### src/rtl/clkpre_pkg.sv
package clkpre_pkg;

    typedef enum logic [2:0] {
        PM_RUN_FULL  = 3'd0,
        PM_RUN_MED   = 3'd1,
        PM_SLEEP     = 3'd2,
        PM_STANDBY   = 3'd3,
        PM_WATCH     = 3'd4,
        PM_SUB_RUN   = 3'd5,
        PM_SUB_SLEEP = 3'd6,
        PM_RESERVED  = 3'd7
    } pwr_mode_e;

    localparam int RATIO_W   = 2;
    localparam int BASE_LOG2 = 4;
    localparam int PD_W      = BASE_LOG2 + (1 << RATIO_W) - 1;

    typedef struct packed {
        logic adv;
        logic stopped;
    } step_t;

    function automatic logic clock_stopped(pwr_mode_e m);
        return (m >= PM_STANDBY);
    endfunction

    function automatic logic uses_prediv(pwr_mode_e m);
        return (m == PM_RUN_MED) || (m == PM_SLEEP);
    endfunction

    function automatic logic [PD_W-1:0] prediv_last(logic [RATIO_W-1:0] r);
        return (PD_W'(1 << BASE_LOG2) << r) - PD_W'(1);
    endfunction

endpackage

### src/rtl/clkpre_prediv.sv
module clkpre_prediv
    import clkpre_pkg::*;
(
    input  logic               clk,
    input  logic               rst,
    input  pwr_mode_e          mode,
    input  logic [RATIO_W-1:0] ratio_in,
    output step_t              step
);

    logic [PD_W-1:0]    pd_q;
    logic [RATIO_W-1:0] ratio_q;
    logic               at_last;
    logic               stopped;

    always_comb begin
        stopped  = clock_stopped(mode);
        at_last  = (pd_q == prediv_last(ratio_q));
        step.stopped = stopped;
        step.adv     = !stopped && ((mode == PM_RUN_FULL) || at_last);
    end

    always_ff @(posedge clk) begin
        if (rst) begin
            pd_q    <= '0;
            ratio_q <= '0;
        end else if (!uses_prediv(mode) || at_last) begin
            pd_q    <= '0;
            ratio_q <= ratio_in;
        end else begin
            pd_q    <= pd_q + PD_W'(1);
        end
    end

    AST_PD_IN_RANGE: assert property (@(posedge clk) disable iff (rst)
        pd_q <= prediv_last(ratio_q));

    AST_RATIO_HELD: assert property (@(posedge clk) disable iff (rst)
        (uses_prediv(mode) && !at_last) |=> $stable(ratio_q));

    AST_STOP_NO_ADV: assert property (@(posedge clk) disable iff (rst)
        clock_stopped(mode) |-> !step.adv);

endmodule

### src/rtl/clkpre_chain.sv
module clkpre_chain
    import clkpre_pkg::*;
#(
    parameter int CNT_W = 13
) (
    input  logic             clk,
    input  logic             rst,
    input  step_t            step,
    output logic [CNT_W-1:0] rise
);

    logic [CNT_W-1:0] cnt_q;
    logic [CNT_W-1:0] cnt_inc;

    always_comb begin
        cnt_inc = cnt_q + CNT_W'(1);
        rise    = step.adv ? (~cnt_q & cnt_inc) : '0;
    end

    always_ff @(posedge clk) begin
        if (rst || step.stopped) begin
            cnt_q <= '0;
        end else if (step.adv) begin
            cnt_q <= cnt_inc;
        end
    end

    AST_HALT_ZERO: assert property (@(posedge clk) disable iff (rst)
        step.stopped |=> (cnt_q == '0));

    AST_STEP_ONE: assert property (@(posedge clk) disable iff (rst)
        (!step.stopped && step.adv) |=> (cnt_q == $past(cnt_q) + CNT_W'(1)));

    AST_HOLD_IDLE: assert property (@(posedge clk) disable iff (rst)
        (!step.stopped && !step.adv) |=> $stable(cnt_q));

    AST_ONE_RISE: assert property (@(posedge clk) disable iff (rst)
        step.adv |-> $countones(rise) == 1 || cnt_q == '1);

endmodule

### src/rtl/clkpre_tap.sv
module clkpre_tap
    import clkpre_pkg::*;
#(
    parameter int CNT_W = 13,
    parameter int SEL_W = 4
) (
    input  logic             clk,
    input  logic             rst,
    input  logic             stopped,
    input  logic [CNT_W-1:0] rise,
    input  logic [SEL_W-1:0] sel,
    output logic             strobe_q
);

    localparam int EXT_W = 1 << SEL_W;
    localparam logic [SEL_W:0] SEL_LIMIT = (SEL_W+1)'(CNT_W);

    logic [EXT_W-1:0] rise_ext;
    logic             sel_ok;
    logic             fire;

    always_comb begin
        rise_ext = EXT_W'(rise);
        sel_ok   = ({1'b0, sel} < SEL_LIMIT);
        fire     = !stopped && sel_ok && rise_ext[sel];
    end

    always_ff @(posedge clk) begin
        if (rst) begin
            strobe_q <= 1'b0;
        end else begin
            strobe_q <= fire;
        end
    end

    AST_STROBE_SINGLE: assert property (@(posedge clk) disable iff (rst)
        (strobe_q && sel == $past(sel)) |=> !strobe_q);

    AST_BAD_SEL_QUIET: assert property (@(posedge clk) disable iff (rst)
        !sel_ok |=> !strobe_q);

    AST_STOP_QUIET: assert property (@(posedge clk) disable iff (rst)
        stopped |=> !strobe_q);

endmodule

### src/rtl/clkpre_top.sv
module clkpre_top
    import clkpre_pkg::*;
#(
    parameter int CNT_W  = 13,
    parameter int N_TAPS = 4,
    parameter int SEL_W  = $clog2(CNT_W)
) (
    input  logic                    clk,
    input  logic                    rst,
    input  logic [2:0]              pwr_mode,
    input  logic [RATIO_W-1:0]      med_ratio,
    input  logic [N_TAPS*SEL_W-1:0] tap_sel,
    output logic [N_TAPS-1:0]       tap_strobe
);

    step_t            step;
    logic [CNT_W-1:0] rise;

    clkpre_prediv u_prediv (
        .clk      (clk),
        .rst      (rst),
        .mode     (pwr_mode_e'(pwr_mode)),
        .ratio_in (med_ratio),
        .step     (step)
    );

    clkpre_chain #(.CNT_W(CNT_W)) u_chain (
        .clk  (clk),
        .rst  (rst),
        .step (step),
        .rise (rise)
    );

    for (genvar p = 0; p < N_TAPS; p++) begin : g_tap
        clkpre_tap #(.CNT_W(CNT_W), .SEL_W(SEL_W)) u_tap (
            .clk      (clk),
            .rst      (rst),
            .stopped  (step.stopped),
            .rise     (rise),
            .sel      (tap_sel[p*SEL_W +: SEL_W]),
            .strobe_q (tap_strobe[p])
        );
    end

    AST_RESET_QUIET: assert property (@(posedge clk)
        rst |=> (tap_strobe == '0));

endmodule

### config.mk
export PLATFORM = sky130hd
export DESIGN_NAME = clkpre_top
export DESIGN_NICKNAME = d
export VERILOG_FILES = /design/src/rtl/clkpre_pkg.sv /design/src/rtl/clkpre_prediv.sv /design/src/rtl/clkpre_chain.sv /design/src/rtl/clkpre_tap.sv /design/src/rtl/clkpre_top.sv
export SDC_FILE = /design/constraint.sdc
export NUM_CORES = 1
export LEC_CHECK = 0
export BUFFER_PORTS_ARGS = -buffer_cell sky130_fd_sc_hd__buf_2
export CELL_PAD_IN_SITES_DETAIL_PLACEMENT = 0
export CELL_PAD_IN_SITES_GLOBAL_PLACEMENT = 1
export CORE_MARGIN = 5
export CORE_UTILIZATION = 48
export CTS_CLUSTER_SIZE = 30
export DETAILED_ROUTE_END_ITERATION = 10
export PLACE_DENSITY = 0.92
export SLEW_MARGIN = 20
export SYNTH_ARGS = -nofsm -noshare
export SYNTH_HDL_FRONTEND = slang
export SYNTH_SLANG_ARGS = --single-unit
### constraint.sdc
create_clock -name clk -period 3.85 [get_ports clk]
set_input_delay 0.1925 -clock clk [delete_from_list [all_inputs] [get_ports clk]]
set_output_delay 0.1925 -clock clk [all_outputs]
set_load 0.01 [all_outputs]
==> key figures <==
Status
  • Status: finished, final reports clean

Setup path
  • Setup slack, reg-to-reg: 1.59 ns
  • CP Class: reg2reg
  • WP buf/inv: 0
  • Reg2Reg Launch Point: u_chain.cnt_q[4]
  • CP required: 4.02 ns
  • CP Data Arrival Time: 2.42 ns
  • Critical path's slowest cell: mux4_2
  • Startpoint Class: register
  • Critical Path Fanout Max: 4
  • Largest stage delay, worst path: 0.49 ns
  • CP Capture Type: register
  • Launch point of the worst path: u_chain.cnt_q[4]
  • Delay-heaviest family, CP: multiplexers
  • Cells along the critical path: and3_1, and3_1, and3_2, ha_1, mux4_2, mux2_2, o2111a_1
  • Most frequent cell on the critical path: and3_1

Layout
  • Layout cell share with drive strength beyond 1: 26.6%
  • Final non-filler cell area: 2090 µm²
  • Area grow syn2layout: 11.6%
  • Fill cell count: 346
  • Final core occ: 56.3%
  • Non-filler instance count after layout: 255
  • Antenna cells: 0
  • Fin nets: 245
  • Seq. cell area: 520 µm²
  • Multi-input gate area: 1250 µm²

STA
  • Unrepaired setup endpoints after global routing: no
  • Period minus WS final: 2.26 ns
  • Setup TNS: 0 ns
  • Final Cycle Share: 58.6%
  • Slew margin rel.: 50.6%
  • Final worst slack: 1.59 ns
  • Worst slew pin tran: 0.741 ns
  • Max Clock Skew: 0.00565 ns
  • Setup Viol. Count Final: 0
  • Highest clock rate: 0.443 GHz
  • Fin. max-slew vios: 0
  • Final hold vios: 0

Yosys
  • Main synth FF type: dfxtp_1
  • XOR/XNOR share of the synthesized area: 2.80%
  • Syn Area/Cell: 10.2 µm²
  • Mux contribution to synthesized area: 25.4%
  • Synth area leader: dfxtp_1
  • Synth Area in Compound Gates: 8.41%
  • Netlist cell types: 33
  • Post-synthesis simple-gate area fraction: 20.2%
  • Largest family of logic cells by synthesized area: multiplexers
  • Synth Cell Area: 1870 µm²
  • Yosys warning count: 0
  • Most frequent cells after synthesis: 26 x dfxtp_1, 20 x nand2_1, 16 x mux2i_1
  • Adder-cell share of the synthesized area: 9.35%
  • FFs w/ async S/R, synth: 0%
  • Cell with the most instances after synthesis: dfxtp_1
  • Post-synth EDFFs: 0
  • Synthesized Nets: 221
  • Yosys top cell area share: 27.8%
  • Flops & latches, synth: 26
  • Cells after synthesis: 184
  • Largest cells by area after synthesis: dfxtp_1 28%, mux4_2 14%, ha_1 9.3%
  • Sequential-to-total area share from yosys stat: 27.8%

Routing
  • Antenna Nets Post-Route: 0
  • Iter 0 DRT Violations: 141
  • Via density: 5.59
  • Wirelength per Cell: 15.2 µm
  • DRC violations left: 0
  • Via count: 1425
  • Detailed Routing Iterations Pass 1: 4
  • Wirelength, routed: 3860 µm

Pwr
  • Peak supply drop: 0.000191 V
  • Clock power share: 39.8%
  • Switching share of power: 21.7%
  • Psw: 123 µW
  • Power share of the combinational group: 11.6%
  • Flop pwr share: 48.6%
  • P per Cell Area: 270 nW/µm²
  • Internal cell power: 443 µW
  • Static leakage: 0.883 nW

Floorplanning
  • Starting Density: 50.4%
  • Die footprint: 5250 µm²
  • Die X-Extent: 72.5 µm
  • Row count: 22
  • Core area: 3720 µm²
  • Top Ports: 27
  • Die height: 72.5 µm

Placed design
  • Post-Place Setup Slack: 1.64 ns
  • Cells after DPL: 251
  • Hpwl dp: 2910 µm
  • Post-Place Cell Area: 2020 µm²
  • Port Buf Inserts: 26
  • GP Congestion: 0.777

CTS
  • CTS sink cnt: 26
  • Clock buffer depth: 2
  • Setup bufs post-CTS: 0
  • Total CTS buffers: 3
  • Root Driver: clkbuf_8
  • Post_cts resized: 0
  • Worst-path clk slew: 0.09 ns
  • CTS tree: yes
  • Hold buffer count at cts: 0
  • Clock Latency Late Sink: 0.27 ns
  • CTS H-tree lvls: 1

GRT
  • Global-route wire length before repair: 6580 µm
  • Largest net degree at the start of global routing: 38
  • Vias in the first global route: 1457
  • Total gr overflow: 0
  • Global router's overall resource usage: 15.9%
  • Initial antenna violation count: 0

Run
  • Max-cap viol count: 0

Hold path
  • Hold Startpoint: med_ratio[0]
  • Hold crit path type: in2reg
[stage by stage]
stage	total power, mW	hold slack, ns
after global routing	0.590	0.192
after detailed placement	0.347	0.443
after floorplan	0.320	0.344
after CTS	0.575	0.176
after global placement	0.346	0.437
final	0.565	0.183
[final timing paths]
path / depth (start not counted) / end
worst max-delay path: 7 / g_tap[0].u_tap.strobe_q
worst min-delay path: 3 / u_prediv.ratio_q[0]
worst max register to register: 7 / g_tap[0].u_tap.strobe_q
worst min register to register: 1 / u_prediv.pd_q[0]
[final cells by class]
type	instances	area share, %
Multi-Input combinational cell	135	59.6
Sequential cell	26	24.9
Timing Repair Buffer	27	6.58
Tap cell	48	2.87
Inverter	15	2.69
Clock buffer	3	1.97
Clock inverter	1	1.44
[flip-flops by register name (all words and copies together) (netlist names)]
signal                flops
u_chain.cnt_q            13
g_tap.u_tap.strobe_q      4
u_prediv.pd_q             7
u_prediv.ratio_q          2
[worst reg2reg max path, delay by kind of cell (launching register included)]
kind | cells | cell delay (ns)
mux | 2 | 0.78
fa+ha+maj | 1 | 0.22
compound gates | 1 | 0.23
flops | 1 | 0.33
simple gates | 3 | 0.60
[kinds of logic after synthesis]
| kind of cell | count (synthesis) |
|---|---|
| adders and majority gates | 14 |
| and+or+nand+nor | 69 |
| AOI/OAI and AO/OA | 14 |
| xor gates and xnor gates | 6 |
| buffers and inverters | 23 |
| muxes | 32 |
| DFF | 26 |
[power by group through the flow]
stage	clock network, mW	logic (mW)	registers, mW
2_1_floorplan	0	0.0391	0.281
3_3_place_gp	0	0.0646	0.281
3_5_place_dp	0	0.0653	0.281
4_1_cts	0.233	0.0663	0.275
5_1_grt	0.243	0.0711	0.276
6_report	0.225	0.0654	0.275
[metal layers]
metal / track usage [%] / routed length (µm) / vias to the layer above
li1: - / - / 706
met1: 19.5 / 1620 / 669
met2: 27.8 / 1930 / 44
met3: 2.91 / 245 / 6
met4: 5.33 / 65 / 0
met5: 0 / 0 / -
[cells in the final DEF, fill, tap and decap left out, drive strengths merged, types with 5 or more instances in the layout]
| cell type | Yosys | layout |
|---|---|---|
| and3 | 12 | 12 |
| buf | 8 | 27 |
| dfxtp | 26 | 26 |
| ha | 14 | 14 |
| inv | 15 | 15 |
| mux2i | 16 | 16 |
| mux4 | 12 | 12 |
| nand2 | 20 | 20 |
| nand2b | 12 | 12 |
| nand3 | 5 | 5 |
| or2b | 7 | 7 |
Note: power is estimated with default switching activity, not from simulation.
